File: config.mk
export PLATFORM = sky130hd
export DESIGN_NAME = lane_deskew_release
export DESIGN_NICKNAME = d
export VERILOG_FILES = /design/src/rtl/lane_align_pkg.sv /design/src/rtl/sysref_capture.sv /design/src/rtl/mf_counter.sv /design/src/rtl/lane_fifo.sv /design/src/rtl/lane_deskew_release.sv
export SDC_FILE = /design/constraint.sdc
export NUM_CORES = 2
export LEC_CHECK = 0
export ABC_AREA = 1
export BUFFER_PORTS_ARGS = -buffer_cell sky130_fd_sc_hd__buf_4
export CAP_MARGIN = 20
export CORE_ASPECT_RATIO = 1.5
export CORE_UTILIZATION = 24
export CTS_BUF_LIST = sky130_fd_sc_hd__clkbuf_4
export CTS_CLUSTER_SIZE = 25
export DETAILED_ROUTE_END_ITERATION = 12
export SYNTH_ARGS = -nofsm -noshare
export SYNTH_HDL_FRONTEND = slang
export SYNTH_HIERARCHICAL = 1
export SYNTH_SLANG_ARGS = --single-unit
File: constraint.sdc
create_clock -name clk -period 9.2 [get_ports clk]
set_input_delay 1.84 -clock clk [delete_from_list [all_inputs] [get_ports clk]]
set_output_delay 1.84 -clock clk [all_outputs]
set_load 0.03 [all_outputs]
File: src/rtl/lane_align_pkg.sv
// Package: shared constants for the multi-lane deskew release block.
// Assumes an 8-bit error status register with the deskew flag at bit 4.
package lane_align_pkg;
    localparam int ERR_REG_W      = 8;
    localparam int DESKEW_ERR_BIT = 4;
endpackage

File: src/rtl/sysref_capture.sv
// Module: sysref_capture
// Passes SYSREF through a fixed chain of registers (two user pipeline stages
// and one internal stage by default), then emits a one-cycle pulse on the
// rising edge at the end of the chain.
// Assumes SYSREF is already synchronous to clk.
module sysref_capture #(
    parameter int STAGES = 3
) (
    input  logic clk,
    input  logic rst_n,
    input  logic sysref_in,
    output logic rise
);
    logic [STAGES-1:0] pipe;
    logic              last_q;

    // Shift SYSREF through the pipeline registers.
    always_ff @(posedge clk) begin
        if (!rst_n) pipe <= '0;
        else        pipe <= {pipe[STAGES-2:0], sysref_in};
    end

    // Remember the previous output of the chain for edge detection.
    always_ff @(posedge clk) begin
        if (!rst_n) last_q <= 1'b0;
        else        last_q <= pipe[STAGES-1];
    end

    assign rise = pipe[STAGES-1] && !last_q;

    // an edge pulse never lasts two cycles
    assert_single_pulse_R1: assert property (@(posedge clk) disable iff (!rst_n)
        rise |=> !rise);
endmodule

File: src/rtl/mf_counter.sv
// Module: mf_counter
// Local multiframe counter. Counts 0..MF_LEN-1 and wraps. A realign pulse
// forces 0 on the next edge and marks the counter as locked.
// Assumes realign is a single-cycle pulse.
module mf_counter #(
    parameter int MF_LEN = 8,
    localparam int CNT_W = (MF_LEN > 1) ? $clog2(MF_LEN) : 1
) (
    input  logic             clk,
    input  logic             rst_n,
    input  logic             realign,
    output logic [CNT_W-1:0] cnt,
    output logic             locked
);
    localparam logic [CNT_W-1:0] LAST = CNT_W'(MF_LEN - 1);

    // Advance, wrap, or realign the counter.
    always_ff @(posedge clk) begin
        if (!rst_n)           cnt <= '0;
        else if (realign)     cnt <= '0;
        else if (cnt == LAST) cnt <= '0;
        else                  cnt <= cnt + 1'b1;
    end

    // Lock on the first realignment and hold until reset.
    always_ff @(posedge clk) begin
        if (!rst_n)       locked <= 1'b0;
        else if (realign) locked <= 1'b1;
    end

    // counter stays within the multiframe
    assert_cnt_range_R1: assert property (@(posedge clk) disable iff (!rst_n)
        cnt <= LAST);
    // locking coincides with the counter starting at zero
    assert_lock_zero_R1: assert property (@(posedge clk) disable iff (!rst_n)
        $rose(locked) |-> cnt == '0);
endmodule

File: src/rtl/lane_fifo.sv
// Module: lane_fifo
// Single-clock elastic FIFO for one lane, with read data shown from the
// head entry. A write to a full FIFO that is not being read is dropped and
// raises overflow for that cycle.
// Assumes the reader only pops when the FIFO holds data.
module lane_fifo #(
    parameter int WIDTH = 32,
    parameter int DEPTH = 16,
    localparam int AW   = (DEPTH > 1) ? $clog2(DEPTH) : 1
) (
    input  logic             clk,
    input  logic             rst_n,
    input  logic             wr_en,
    input  logic [WIDTH-1:0] wr_data,
    input  logic             rd_en,
    output logic [WIDTH-1:0] rd_data,
    output logic             empty,
    output logic             overflow
);
    logic [WIDTH-1:0] mem [DEPTH];
    logic [AW-1:0]    wr_ptr, rd_ptr;
    logic [AW:0]      count;
    logic             full, do_wr, do_rd;

    assign full     = (count == (AW+1)'(DEPTH));
    assign empty    = (count == '0);
    assign do_rd    = rd_en && !empty;
    assign do_wr    = wr_en && (!full || do_rd);
    assign overflow = wr_en && full && !do_rd;
    assign rd_data  = mem[rd_ptr];

    // Store accepted words.
    always_ff @(posedge clk) begin
        if (do_wr) mem[wr_ptr] <= wr_data;
    end

    // Advance pointers and occupancy.
    always_ff @(posedge clk) begin
        if (!rst_n) begin
            wr_ptr <= '0;
            rd_ptr <= '0;
            count  <= '0;
        end else begin
            if (do_wr) wr_ptr <= (wr_ptr == AW'(DEPTH-1)) ? '0 : wr_ptr + 1'b1;
            if (do_rd) rd_ptr <= (rd_ptr == AW'(DEPTH-1)) ? '0 : rd_ptr + 1'b1;
            count <= count + (AW+1)'(do_wr) - (AW+1)'(do_rd);
        end
    end

    // occupancy never exceeds the depth
    assert_count_bound_R8: assert property (@(posedge clk) disable iff (!rst_n)
        count <= (AW+1)'(DEPTH));
    // the aligned reader never pops an empty lane
    assert_no_underflow_R4: assert property (@(posedge clk) disable iff (!rst_n)
        rd_en |-> !empty);
endmodule

File: src/rtl/lane_deskew_release.sv
// Module: lane_deskew_release (top)
// Receive-side lane alignment. Each lane fills its FIFO from its
// start-of-multiframe word. When the SYSREF-aligned counter equals the
// release offset and every lane has started, all FIFOs are drained together
// on every cycle until reset. Reports the latest arrival count and a sticky
// deskew error.
// Assumes lanes keep streaming one word per cycle after release.
module lane_deskew_release
    import lane_align_pkg::*;
#(
    parameter int LANES         = 4,
    parameter int WORD_W        = 32,
    parameter int FRAMES_F      = 1,
    parameter int MF_K          = 32,
    parameter int FIFO_DEPTH    = 16,
    parameter int SYSREF_STAGES = 3,
    localparam int MF_LEN = FRAMES_F * MF_K / 4,
    localparam int CNT_W  = (MF_LEN > 1) ? $clog2(MF_LEN) : 1
) (
    input  logic                    clk,
    input  logic                    rst_n,
    input  logic                    sysref,
    input  logic [LANES-1:0]        lane_valid,
    input  logic [LANES-1:0]        lane_start,
    input  logic [LANES*WORD_W-1:0] lane_data,
    input  logic [CNT_W-1:0]        cfg_release_offset,
    input  logic                    err_wr_en,
    input  logic [ERR_REG_W-1:0]    err_wr_data,
    output logic [ERR_REG_W-1:0]    err_status,
    output logic [CNT_W-1:0]        delay_count,
    output logic                    out_valid,
    output logic [LANES*WORD_W-1:0] out_data
);
    logic                          sr_rise, mf_locked;
    logic [CNT_W-1:0]              mf_cnt;
    logic [LANES-1:0]              started, first_wr, fifo_ovf, fifo_empty;
    logic [LANES-1:0][WORD_W-1:0]  head;
    logic                          released, opportunity, release_now, miss_evt, pop;
    logic                          deskew_err;

    sysref_capture #(.STAGES(SYSREF_STAGES)) u_sysref (
        .clk(clk), .rst_n(rst_n), .sysref_in(sysref), .rise(sr_rise)
    );

    mf_counter #(.MF_LEN(MF_LEN)) u_mf (
        .clk(clk), .rst_n(rst_n), .realign(sr_rise), .cnt(mf_cnt), .locked(mf_locked)
    );

    for (genvar g = 0; g < LANES; g++) begin : g_lane
        logic lane_started;
        logic lane_wr;

        assign first_wr[g] = lane_valid[g] && lane_start[g] && !lane_started;
        assign lane_wr     = lane_valid[g] && (lane_started || lane_start[g]);
        assign started[g]  = lane_started;

        // Mark the lane as started once its first word is stored.
        always_ff @(posedge clk) begin
            if (!rst_n)           lane_started <= 1'b0;
            else if (first_wr[g]) lane_started <= 1'b1;
        end

        lane_fifo #(.WIDTH(WORD_W), .DEPTH(FIFO_DEPTH)) u_fifo (
            .clk(clk), .rst_n(rst_n),
            .wr_en(lane_wr), .wr_data(lane_data[g*WORD_W +: WORD_W]),
            .rd_en(pop), .rd_data(head[g]),
            .empty(fifo_empty[g]), .overflow(fifo_ovf[g])
        );
    end

    assign opportunity = mf_locked && !released && (mf_cnt == cfg_release_offset) && (|started);
    assign release_now = opportunity && (&started);
    assign miss_evt    = opportunity && !(&started);
    assign pop         = release_now || released;

    // Latch the release; it re-arms only through reset.
    always_ff @(posedge clk) begin
        if (!rst_n)           released <= 1'b0;
        else if (release_now) released <= 1'b1;
    end

    // Register the aligned output words.
    always_ff @(posedge clk) begin
        if (!rst_n) begin
            out_valid <= 1'b0;
            out_data  <= '0;
        end else if (pop) begin
            out_valid <= 1'b1;
            out_data  <= head;
        end
    end

    // Record the counter value at each lane arrival; the latest one remains.
    always_ff @(posedge clk) begin
        if (!rst_n)          delay_count <= '0;
        else if (|first_wr)  delay_count <= mf_cnt;
    end

    // Sticky deskew error, set wins over write-1-to-clear.
    always_ff @(posedge clk) begin
        if (!rst_n)                                   deskew_err <= 1'b0;
        else if (miss_evt || (|fifo_ovf))             deskew_err <= 1'b1;
        else if (err_wr_en && err_wr_data[DESKEW_ERR_BIT]) deskew_err <= 1'b0;
    end

    assign err_status = ERR_REG_W'(deskew_err) << DESKEW_ERR_BIT;

    // output valid holds once asserted
    assert_hold_valid_R10: assert property (@(posedge clk) disable iff (!rst_n)
        out_valid |=> out_valid);
    // release only at the programmed counter value
    assert_release_phase_R4: assert property (@(posedge clk) disable iff (!rst_n)
        $rose(out_valid) |-> $past(mf_cnt) == $past(cfg_release_offset));
    // every lane had started when output is valid
    assert_all_started_R4: assert property (@(posedge clk) disable iff (!rst_n)
        out_valid |-> (&started));
    // no output before the counter is aligned
    assert_locked_first_R2: assert property (@(posedge clk) disable iff (!rst_n)
        out_valid |-> mf_locked);
    // only the deskew bit of the error register may be set
    assert_err_bits_R9: assert property (@(posedge clk) disable iff (!rst_n)
        $countones(err_status) <= 1 && (err_status & ~(ERR_REG_W'(1) << DESKEW_ERR_BIT)) == '0);
endmodule

# Word level (Yosys, flattened, before mapping)
# Memory sizes are Yosys's and may differ from the RTL's. A register that Yosys moved wholly into a read port is not among the register bits.
# Cells that the tools add are included.
# classes
addsub	17
n_eq_ne	14
muxes	18
bitwise	1
reduce_logical	78
# ops
operator	count
logical AND 1 bit	35
adder 4 x 1 -> 4 bit (second input constant)	8
== test 4 bit (second input constant)	8
2-to-1 mux 4 bit	8
zero test 1 bit	23
adder 5 x 1 -> 5 bit	4
== test 5 bit (second input constant)	4
zero test 5 bit	4
subtractor 5 x 1 -> 5 bit	4
OR reduction 4 bit	3
logical OR 1 bit	10
2-to-1 mux 1 bit	10
AND reduction 4 bit	1
adder 3 x 1 -> 3 bit (second input constant)	1
== test 3 bit	1
== test 3 bit (second input constant)	1
OR reduction 3 bit	1
nonzero test 2 bit	1
NOT 1 bit	1
# totals
reg_bits	70
mem_bits_rw	2048
input_bits	151
output_inout_bits	140
mem_count	4
# mem_list
memory	depth	word_bits	rd	rd_clocked_by_memory_dff	wr	line	text
g_lane[0].u_fifo.mem	16	32	1	1	1	lane_fifo.sv:20	logic [WIDTH-1:0] mem [DEPTH];
g_lane[1].u_fifo.mem	16	32	1	1	1	lane_fifo.sv:20	
g_lane[2].u_fifo.mem	16	32	1	1	1	lane_fifo.sv:20	
g_lane[3].u_fifo.mem	16	32	1	1	1	lane_fifo.sv:20	

# Longest topological paths before layout
# logic_depth
depth_word	12
depth_mapped	21
depth_no_buf	19

# Cells and area by module
# Netlist, hierarchy kept.
# by_module_without_submodules
mod	n_inst	cells_each	area_each_um2
lane_fifo (g_lane[2].u_fifo ...)	2	2204	22992.1
lane_fifo (g_lane[0].u_fifo)	1	2204	22990.8
lane_fifo (g_lane[1].u_fifo)	1	2204	22984.5
lane_deskew_release	1	920	6178.4
mf_counter	1	15	148.9
sysref_capture	1	14	117.6

# Least setup slack after synthesis
# OpenSTA, ideal clock, no wires.
# synth_timing
path_type	input to register
from	input cfg_release_offset[1]
to	memory g_lane[0].u_fifo.mem[10][0], enable pin
setup_ps	461
t_arrival_ps	5535
path_slack_ps	3204
cell_stages	12
path_buffers	2
path_cell_list	inv_1 nand2_1 nand3_1 nor2_1 nand3_2 buf_4 nand2_1 nor2_1 nand3_2 nand2_1 buf_2 nor3_1
# synth_between
elab_chain_len	10
# synth_rtl
item	line	text
start: declaration	lane_deskew_release.sv:26	input logic [CNT_W-1:0] cfg_release_offset,
== test 3 bit	lane_deskew_release.sv:71	assign opportunity = mf_locked && !released && (mf_cnt == cfg_release_offset) && (|started);
logical AND 1 bit (2 in series)	lane_deskew_release.sv:71	
logical AND 1 bit	lane_deskew_release.sv:72	assign release_now = opportunity && (&started);
logical OR 1 bit	lane_deskew_release.sv:74	assign pop = release_now || released;
named net pop	lane_deskew_release.sv:38	logic released, opportunity, release_now, miss_evt, pop;
logical AND 1 bit	lane_fifo.sv:27	assign do_rd = rd_en && !empty;
logical OR 1 bit	lane_fifo.sv:28	assign do_wr = wr_en && (!full || do_rd);
logical AND 1 bit	lane_fifo.sv:28	
2-to-1 mux 1 bit	lane_fifo.sv:34	if (do_wr) mem[wr_ptr] <= wr_data;
2-to-1 mux 1 bit (not written as such)	lane_fifo.sv:34	
end: declaration	lane_fifo.sv:20	
# The timed path passes the listed nets, and every way through them passes these cells.

# Final worst setup path
# layout_timing
from	input cfg_release_offset[2]
to	memory g_lane[0].u_fifo.mem[11][4], enable pin
# Same word-level chain as after synthesis.

==> out/qor.log <==
[setup_path] max incr delay on CP 910 ps
[routing] total DRC errors in the routed layout 0
[logic_synthesis] total of warnings raised by yosys 6
[place] number of port buffers 276
[layout] layout net count 10423
[setup_path] cell occurring most often along the worst timing path nor2_1
[setup_path] worst endpoint data arrival time 5850 ps
[routing] average wire length per cell after detail routing 16.3 um
[setup_path] startpoint kind of the worst setup timing path input port
[grt] met1 Usage GRT 0.139
[layout] area added between synthesis and finish 14.5%
[sta] Max Fclk 0.209 GHz
[die] io pins 291
[die] die footprint 413000 sq um
[grt] All-Layer GR Usage 0.123
[clock_tree] Clock Latency Late Sink 1520 ps
[place] pre-CTS WS 2840 ps
[power] Cell Pwr Density 186 nW/um^2
[sta] worst-case clock skew 137 ps
[routing] ratio of routed vias to standard cells 4.19
[clock_tree] hold buffer count at CTS 0
[grt] antenna violations before repair 41
[sta] unrepaired setup endpoints after global routing false
[grt] first-pass GRT wire length 390 mm
[die] floorplan core area 408000 sq um
[clock_tree] Clk pin slew, worst setup/hold paths 60 ps
[logic_synthesis] Syn Inst Count 9761
[sta] final count of negative-setup-slack endpoints 0
[die] Initial Util 0.241
[grt] number of global-route vias before repair 65332
[power] sequential power share 0.544
[flow_run] count of maximum capacitance violations 0
[clock_tree] TritonCTS buffer count 564
[clock_tree] post-cts gate resize count 0
[setup_path] worst path cell trace buf_4 > nor2_1 > nor2_1 > nor2_1 > nand3_4 > nand2_2 > buf_4 > nor2_1 > nand3_2 > nand2_1 > nor3_2 > buf_4
[setup_path] cell with the largest stage delay on the worst path nor3_2
[layout] fraction of layout cells with a size suffix above 1 0.131
[grt] global route overflow 0
[routing] Pre-antenna DRT Iters 6
[grt] met3 track demand over resource in global routing 0.0238
[sta] Post-Route Setup TNS 0 ps
[sta] worst rel slew slack 0.208
[routing] Detail Route Antenna Nets 0
[routing] number of vias in the routed layout 67067
[power] Clk network pwr share 0.414
[clock_tree] number of buffers inserted to repair setup after CTS 0
[grt] global-route track usage on met2 0.225
[setup_path] Critical Path Sink Type flop
[clock_tree] number of sinks on the clock net 2262
[logic_synthesis] synthesized area per cell 10.1 sq um
[logic_synthesis] combined area of all synthesized cells 98400 sq um
[layout] Finished Core Util 0.277
[die] Die Ht 786 um
[die] Placement Rows 287
[layout] most common library cell in the layout ignoring fill and taps nand2_1
[grt] largest net degree at the start of global routing 192
[clock_tree] TritonCTS clock tree yes
[place] final weighted congestion of routability-driven global placement 0.738
[die] die width 525 um
[sta] Final Slew Violations 0
[place] detailed placer's ending HPWL 141 mm
[clock_tree] H-tree level count 6
[power] net switching fraction of the power 0.230
[sta] PnR worst setup slack 4410 ps
[sta] worst-margin pin slew 1190 ps
[setup_path] maximum fanout along the worst path 29
[routing] final wirelength 261 mm
[layout] top library cells by usage in the layout, fill and taps aside 2957 x nand2_1, 2048 x edfxtp_1, 1773 x inv_1
[clock_tree] clock tree root buffer cell clkbuf_4
[clock_tree] Max Buffers Root-to-Sink 4
[sta] final hold viol count 0
[sta] clock period minus final worst setup slack 4790 ps
[routing] Iteration-0 DRC Markers 4653
[outcome] outcome complete, no violations
[power] worst supply voltage drop on vdd 167 uV
[worst_hold_path] worst hold path class reg2reg
[power] share of power burned in combinational logic 0.042
[power] leakage power 47.4 nW
[power] internal power component 16.1 mW
[power] sw power 4.82 mW
[grt] most heavily used metal layer in global routing met2
[sta] final period utilization 0.521
[setup_path] critical path required time 10260 ps
[setup_path] class of the most critical setup path in2reg
-- worst max-delay path: cells and delay by family --
family / cells / cell delay, ps
buffers and inverters: 3 / 980
and+or+nand+nor: 9 / 2970
-- path summary, 6_finish.rpt --
kind / slack, ps / depth (start not counted) / endpoint / start
setup / recovery: 4410 / 12 / g_lane[0].u_fifo/mem[11][4]$_DFFE_PP_ / cfg_release_offset[2]
hold reg to reg: 430 / 2 / u_sysref/pipe[2]$_SDFF_PN0_ / u_sysref/pipe[1]$_SDFF_PN0_
setup reg to reg: 4460 / 12 / g_lane[0].u_fifo/mem[11][4]$_DFFE_PP_ / u_mf/cnt[2]$_SDFF_PP0_
hold / removal: 430 / 2 / u_sysref/pipe[2]$_SDFF_PN0_ / u_sysref/pipe[1]$_SDFF_PN0_
-- through the flow --
step                hold slack (ps)  total power, mW  cells  instance area, sq um
CTS                             273             21.3  15974                113000
detailed placement              401             12.5  14996                105000
global placement                392             12.5  14995                105000
floorplan                       390             12.1   9767                 98400
global route                    375             21.8  15994                113000
finish                          430             20.9  16005                113000
-- power groups by stage --
stage | combinational (mW) | clock [mW] | sequential (mW)
4_1_cts | 0.892 | 8.98 | 11.4
5_1_grt | 0.987 | 9.45 | 11.4
3_5_place_dp | 0.888 | 0 | 11.6
2_1_floorplan | 0.474 | 0 | 11.6
3_3_place_gp | 0.883 | 0 | 11.6
6_report | 0.875 | 8.67 | 11.4
-- sequential cells by signal, summed over array words and instances, names as in the netlist, named ones only --
| signal | count |
|---|---|
| u_sysref/pipe | 3 |
| g_lane.u_fifo/wr_ptr | 16 |
| u_mf/locked | 1 |
| g_lane.u_fifo/count | 20 |
| u_mf/cnt | 3 |
| delay_count | 3 |
| released | 1 |
| out_valid | 1 |
| g_lane.lane_started | 4 |
| deskew_err | 1 |
| u_sysref/last_q | 1 |
| g_lane.u_fifo/rd_ptr | 16 |
| g_lane.u_fifo/mem | 2048 |
| out_data | 128 |
-- area by class of cell --
cell class / count / area (sq um)
timing repair buffer: 400 / 3110
multi-input combinational: 5200 / 22900
clock buffer: 809 / 6070
inverter: 1794 / 6780
fill: 42138 / 295000
clock inverter: 169 / 1220
antenna: 25 / 62.6
tap: 5346 / 6690
sequential: 2262 / 65800
-- routing by layer --
layer	vias to the layer above	wire (um)
met5	-	155
met3	531	15700
li1	32665	-
met4	22	8130
met2	1903	135000
met1	31946	102000
Note: power is estimated with default switching activity, not from simulation.
